==> src/rtl/pwm_chan_pkg.sv <==
package pwm_chan_pkg;

  // Alignment selector codes; any nonzero code is center-aligned.
  localparam logic [1:0] ALIGN_EDGE      = 2'b00;
  localparam logic [1:0] ALIGN_FLAG_DOWN = 2'b01;
  localparam logic [1:0] ALIGN_FLAG_UP   = 2'b10;
  localparam logic [1:0] ALIGN_FLAG_BOTH = 2'b11;

  // Output override codes.
  localparam logic [1:0] FORCE_LOW  = 2'b01;
  localparam logic [1:0] FORCE_HIGH = 2'b10;

  // Strobes from control to datapath, one step decision per cycle.
  typedef struct packed {
    logic incr;
    logic decr;
    logic clearZero;
    logic loadTop;
    logic loadShadow;
    logic flagQual;
    logic useDownRule;
  } stepCtl_t;

endpackage

==> src/rtl/pwm_chan_ctrl.sv <==
module pwm_chan_ctrl
  import pwm_chan_pkg::*;
#(
  parameter int CNT_W = 8
) (
  input  logic             clk,
  input  logic             rstN,
  input  logic             enable,
  input  logic             dirSel,
  input  logic [1:0]       alignMode,
  input  logic [CNT_W-1:0] count,
  input  logic [CNT_W-1:0] arrSh,
  output stepCtl_t         ctl,
  output logic             dirQ
);

  localparam logic [CNT_W-1:0] ONE = CNT_W'(1);

  logic centerMode;
  logic dirNext;

  assign centerMode = |alignMode;

  always_comb begin
    ctl     = '0;
    dirNext = dirQ;
    if (!enable) begin
      ctl.loadShadow = 1'b1;
      if (!centerMode) dirNext = dirSel;
    end else if (!centerMode) begin
      dirNext = dirSel;
      if (!dirQ) begin
        if (count >= arrSh) begin
          ctl.clearZero  = 1'b1;
          ctl.loadShadow = 1'b1;
        end else begin
          ctl.incr = 1'b1;
        end
      end else begin
        if (count == '0) begin
          ctl.loadTop    = 1'b1;
          ctl.loadShadow = 1'b1;
        end else begin
          ctl.decr = 1'b1;
        end
      end
    end else begin
      if (arrSh == '0) begin
        ctl.clearZero  = 1'b1;
        ctl.loadShadow = 1'b1;
        dirNext        = 1'b0;
      end else if (!dirQ && count < arrSh) begin
        ctl.incr = 1'b1;
        if ((count + ONE) == arrSh) dirNext = 1'b1;
      end else if (count == '0) begin
        ctl.incr = 1'b1;
        dirNext  = 1'b0;
      end else if (count == ONE) begin
        ctl.decr       = 1'b1;
        ctl.loadShadow = 1'b1;
        dirNext        = 1'b0;
      end else begin
        ctl.decr = 1'b1;
        dirNext  = 1'b1;
      end
    end

    if (enable) begin
      case (alignMode)
        ALIGN_FLAG_DOWN: ctl.flagQual = dirQ;
        ALIGN_FLAG_UP:   ctl.flagQual = !dirQ;
        default:         ctl.flagQual = 1'b1;
      endcase
    end
    ctl.useDownRule = !centerMode && dirQ;
  end

  always_ff @(posedge clk) begin
    if (!rstN) dirQ <= 1'b0;
    else       dirQ <= dirNext;
  end


  edge_up_step_chk: assert property (@(posedge clk) disable iff (!rstN)
    (enable && !centerMode && !dirQ && count < arrSh) |=> (count - $past(count)) == ONE);


  center_down_step_chk: assert property (@(posedge clk) disable iff (!rstN)
    (enable && centerMode && dirQ && count != '0) |=> ($past(count) - count) == ONE);


  center_dir_hold_chk: assert property (@(posedge clk) disable iff (!rstN)
    (enable && centerMode && !dirQ && arrSh > ONE && (count + ONE) < arrSh) |=> !dirQ);


  freeze_chk: assert property (@(posedge clk) disable iff (!rstN)
    !enable |=> $stable(count));

endmodule

==> src/rtl/pwm_chan_datapath.sv <==
module pwm_chan_datapath
  import pwm_chan_pkg::*;
#(
  parameter int CNT_W = 8
) (
  input  logic             clk,
  input  logic             rstN,
  input  stepCtl_t         ctl,
  input  logic [CNT_W-1:0] reloadVal,
  input  logic [CNT_W-1:0] compareVal,
  input  logic [1:0]       forceCtl,
  output logic [CNT_W-1:0] count,
  output logic [CNT_W-1:0] arrSh,
  output logic             pwmRef,
  output logic             matchFlag
);

  localparam logic [CNT_W-1:0] ONE = CNT_W'(1);

  logic [CNT_W-1:0] compSh;
  logic             rawRef;

  always_ff @(posedge clk) begin
    if (!rstN) begin
      arrSh  <= '0;
      compSh <= '0;
    end else if (ctl.loadShadow) begin
      arrSh  <= reloadVal;
      compSh <= compareVal;
    end
  end

  always_ff @(posedge clk) begin
    if (!rstN)              count <= '0;
    else if (ctl.clearZero) count <= '0;
    else if (ctl.loadTop)   count <= reloadVal;
    else if (ctl.incr)      count <= count + ONE;
    else if (ctl.decr)      count <= count - ONE;
  end

  always_comb begin
    if (compSh > arrSh)       rawRef = 1'b1;
    else if (ctl.useDownRule) rawRef = (count <= compSh);
    else                      rawRef = (count < compSh);
    case (forceCtl)
      FORCE_LOW:  pwmRef = 1'b0;
      FORCE_HIGH: pwmRef = 1'b1;
      default:    pwmRef = rawRef;
    endcase
  end

  assign matchFlag = ctl.flagQual && (count == compSh);


  force_high_chk: assert property (@(posedge clk) disable iff (!rstN)
    (forceCtl == FORCE_HIGH) |-> pwmRef);


  force_low_chk: assert property (@(posedge clk) disable iff (!rstN)
    (forceCtl == FORCE_LOW) |-> !pwmRef);

endmodule

==> src/rtl/pwm_timer_chan.sv <==
module pwm_timer_chan
  import pwm_chan_pkg::*;
#(
  parameter int CNT_W = 8
) (
  input  logic             clk,
  input  logic             rstN,
  input  logic             enable,
  input  logic             dirSel,
  input  logic [1:0]       alignMode,
  input  logic [CNT_W-1:0] reloadVal,
  input  logic [CNT_W-1:0] compareVal,
  input  logic [1:0]       forceCtl,
  output logic             pwmRef,
  output logic [CNT_W-1:0] count,
  output logic             dirOut,
  output logic             matchFlag
);

  stepCtl_t         stepCtl;
  logic [CNT_W-1:0] arrSh;

  pwm_chan_ctrl #(.CNT_W(CNT_W)) ctrl_i (
    .clk       (clk),
    .rstN      (rstN),
    .enable    (enable),
    .dirSel    (dirSel),
    .alignMode (alignMode),
    .count     (count),
    .arrSh     (arrSh),
    .ctl       (stepCtl),
    .dirQ      (dirOut)
  );

  pwm_chan_datapath #(.CNT_W(CNT_W)) dp_i (
    .clk        (clk),
    .rstN       (rstN),
    .ctl        (stepCtl),
    .reloadVal  (reloadVal),
    .compareVal (compareVal),
    .forceCtl   (forceCtl),
    .count      (count),
    .arrSh      (arrSh),
    .pwmRef     (pwmRef),
    .matchFlag  (matchFlag)
  );


  flag_down_only_chk: assert property (@(posedge clk) disable iff (!rstN)
    (matchFlag && alignMode == ALIGN_FLAG_DOWN) |-> dirOut);


  flag_up_only_chk: assert property (@(posedge clk) disable iff (!rstN)
    (matchFlag && alignMode == ALIGN_FLAG_UP) |-> !dirOut);


  flag_needs_run_chk: assert property (@(posedge clk) disable iff (!rstN)
    !enable |-> !matchFlag);

endmodule

==> config.mk <==
export PLATFORM = sky130hd
export DESIGN_NAME = pwm_timer_chan
export DESIGN_NICKNAME = d
export VERILOG_FILES = /design/src/rtl/pwm_chan_pkg.sv /design/src/rtl/pwm_chan_ctrl.sv /design/src/rtl/pwm_chan_datapath.sv /design/src/rtl/pwm_timer_chan.sv
export SDC_FILE = /design/constraint.sdc
export NUM_CORES = 1
export LEC_CHECK = 0
export CORE_MARGIN = 2
export CORE_UTILIZATION = 50
export CTS_BUF_LIST = sky130_fd_sc_hd__clkbuf_8
export DETAILED_ROUTE_END_ITERATION = 8
export GPL_TIMING_DRIVEN = 0
export PLACE_DENSITY = 0.77
export SLEW_MARGIN = 15
export SYNTH_ARGS = -nofsm -noshare
export SYNTH_HDL_FRONTEND = slang
export SYNTH_HIERARCHICAL = 1
export SYNTH_SLANG_ARGS = --single-unit
==> constraint.sdc <==
create_clock -name clk -period 3.35 [get_ports clk]
set_input_delay 0.67 -clock clk [delete_from_list [all_inputs] [get_ports clk]]
set_output_delay 0.67 -clock clk [all_outputs]
set_load 0.01 [all_outputs]
==> metrics.txt <==
worst slew pin tran 453 ps; Crit path arrival time 3390 ps; Post-Route Setup TNS 0 ps; WHS Endpoint dp_i/compSh[5]$_SDFFE_PN0P_; EDFF count, synth 0; Clock Path Buffers 2; sequential fraction of the synthesis area around a fifth; crit path max fanout 7; worst r2r src dp_i/arrSh[7]$_SDFFE_PN0P_; routability cong. approximately 0.84; Buf/Inv on CP 2; Port-buffer cells 34; Final setup viols 0; post-synthesis compound-gate area fraction 20.1%; Multi-input gate area 1850 µm²; Syn Std Cell Area 2460 µm²; CTS tree yes; synthesized netlist net count 363; core area 4720 µm²; Hold Path Depth 2; unrepaired setup endpoints after global routing false; die height 74.1 µm; reg2reg path depth 15; vias in the first global route ~2200; Largest delay share family, worst path compound AO/OA/AOI/OAI gates; main combinational cell family by area after synthesis simple AND/OR/NAND/NOR gates; worst path cell trace inv_1, ha_1, a21oi_1, o21ai_1, or2_4, nor2_4, o21ai_0, a21oi_2, inv_2, ha_1, a211oi_1, o21ai_0, or3_1, nand3_1, a221oi_2; CTS buffer count 3; First-pass DRT Iterations 4; CP Launch Type register; Simple-Gate Fraction of Synth Area between 20% and 30%; Tot Pwr 2900 µW; Crit. End Element register; WP data required approximately 3500 ps; crit-path max cell delay 390 ps; Clock Latency Late Sink between 200 and 300 ps; H-Tree Depth 1; Async SR Flop Fraction 0%; io pins 35; Post-Synth Adder-Cell Area 19.7%; flop-to-flop setup slack ~110 ps; GRT Total Usage around 24%; clk sinks 25; Fill cells 399; Vias 2311; largest net degree at the start of global routing 14; full die area 5490 µm²; DIE WIDTH about 74 µm; commonest non-fill, non-tap cell in the layout ha_1; Achievable Freq 309 MHz; Max IR drop VDD 430 µV; Slew headroom between 60% and 70%; Worst Hold Class register to register; total area of sequential cells 524 µm²; Final #Nets 406; leakage power 0.00131 µW; Hold Vio Cnt, Final 0; clock skew 5.66 ps; Synthesis Warnings 6; FP Rows 25; number of remaining DRC errors 0; #FFs+latches synth 25; Max Slew Vio Count 0; Starting Density 52.0%; xor-xnor portion of the synthesized cell area between 4 and 5%; first-pass GRT wire length 10200 µm; Reg clk slew, reported paths roughly 90 ps; pwr dens approximately 950 nW/µm²; vias per inst about 5.6; initial antenna violation count 0; final worst path period need 3240 ps; hpwl dp between 4000 and 5000 µm; clk root buf clkbuf_8; mux contribution to synthesized area 7.33%; Avg WL per Cell 15.0 µm; Mapped Cells 301; 1st-iter DRT viols 98; Routed Antenna Nets 0; layout cells sized above 1 between 10% and 20%; number of diodes 0; r2r endpoint dp_i/count[7]$_SDFFE_PP0P_; commonest cells after routing, fill and taps aside ha_1, inv_1, clkdlybuf4s50_1; Synth Flop Type dfxtp_1; WS Path Type register to register; total congestion overflow 0; Final period util 96.7%; Yosys cell types 50; max-cap violation count 0; Synth Area per Inst around 8 µm²; DRT Wirelength 6150 µm; slowest cell on the critical path dfxtp_4; worst hold start dp_i/compSh[5]$_SDFFE_PN0P_; outcome complete, no violations; Layout area overhead 23.8%
-- final cells by class --
class                      instances  area share (%)
clock inverter                     1           0.123
tap                               67            2.75
inverter                          35            4.32
timing repair buffer              38            12.3
sequential                        25            17.2
buffer                             7            1.27
multi-input combinational        234            60.7
clock buffer                       3            1.36
-- layer usage --
layer | vias up | routed length, µm | GRT usage (%)
met3 | 14 | 267 | 2.71
li1 | 1157 | - | -
met4 | 0 | 131 | 8.28
met5 | - | 0 | 0
met1 | 1072 | 2840 | 30.7
met2 | 68 | 2910 | 41.9
-- state kept, by name, indices dropped and copies added, names as in the netlist --
name and cells:
dp_i/arrSh 8, dp_i/compSh 8, dp_i/count 8, ctrl_i/dirQ 1
-- report_power, final --
group          switching, µW  internal [µW]
logic                   1090           1010
registers                223            397
clock network           96.4           82.2
total                   1410           1490
-- cell usage after synthesis (2+ instances only) --
master,instances,area (µm²)
nand3_1,5,25.0
nand4_1,6,37.5
nor2_1,18,67.6
nand2_1,15,56.3
xnor2_1,11,96.3
inv_1,35,131
nor2b_1,18,113
a21o_1,4,30.0
buf_4,2,15.0
a221oi_1,2,17.5
a211oi_1,4,30.0
nor3_1,5,25.0
a211oi_2,3,37.5
a21oi_1,27,135
o21ai_0,9,45.0
nor3_2,2,20.0
xor2_1,3,26.3
nor3b_1,2,15.0
nand2b_1,5,31.3
mux2i_1,18,180
o21a_1,2,15.0
buf_2,3,15.0
a31oi_1,4,25.0
o211ai_1,7,52.6
and2_1,3,18.8
ha_1,37,463
o21ai_1,2,10.0
dfxtp_1,25,500
nor4_1,2,12.5
or2_2,2,12.5
-- stage by stage --
stage | cells | util [%] | setup WS (ps) | hold slack [ps] | cell area, µm²
finish | 410 | 64.4 | 112 | 548 | 3040
global route | 410 | 64.4 | 15.1 | 583 | 3040
CTS | 407 | 62.8 | 8.22 | 553 | 2970
detailed placement | 402 | 61.0 | -546 | 540 | 2880
global placement | 402 | 61.0 | -477 | 527 | 2880
floorplan | 301 | - | 56.1 | 509 | 2460
-- kinds of logic (layout without fill, tap and decap cells) --
kind of cell               Yosys count  count (layout)
buffers and inverters               42              84
AOI/OAI and AO/OA                   73              73
DFF                                 25              25
adders and majority gates           38              38
and+or+nand+nor                     91              91
xor gates and xnor gates            14              14
muxes                               18              18
-- worst reg2reg max path, cell delays in order, from the launching register on --
cell and delay [ps]:
dfxtp_4 390, inv_1 50, ha_1 300, a21oi_1 150, o21ai_1 120, or2_4 270, nor2_4 130, o21ai_0 130
a21oi_2 220, inv_2 130, ha_1 370, a211oi_1 270, o21ai_0 120, or3_1 320, nand3_1 100, a221oi_2 60
-- how the worst max path moves through the flow --
stage / to / cells after the start / slack [ps] / start
finish: dp_i/count[7]$_SDFFE_PP0P_ / 15 / 110 / dp_i/arrSh[7]$_SDFFE_PN0P_
global route: dp_i/count[7]$_SDFFE_PP0P_ / 14 / 20 / dp_i/count[1]$_SDFFE_PP0P_
CTS: dp_i/count[6]$_SDFFE_PP0P_ / 15 / 8 / dp_i/arrSh[1]$_SDFFE_PN0P_
detailed placement: dp_i/count[6]$_SDFFE_PP0P_ / 13 / -550 / alignMode[1]
global placement: dp_i/count[6]$_SDFFE_PP0P_ / 13 / -480 / alignMode[0]
floorplan: dp_i/count[6]$_SDFFE_PP0P_ / 14 / 60 / dp_i/count[7]$_SDFFE_PP0P_
-- what timing repair did --
action                     CTS  global route
buffers inserted             1             3
hold buffers                 0             0
resized for setup           16            14
pin swaps                    1             4
setup endpoints to repair    6             6
Power figures use the tool's default switching activity.
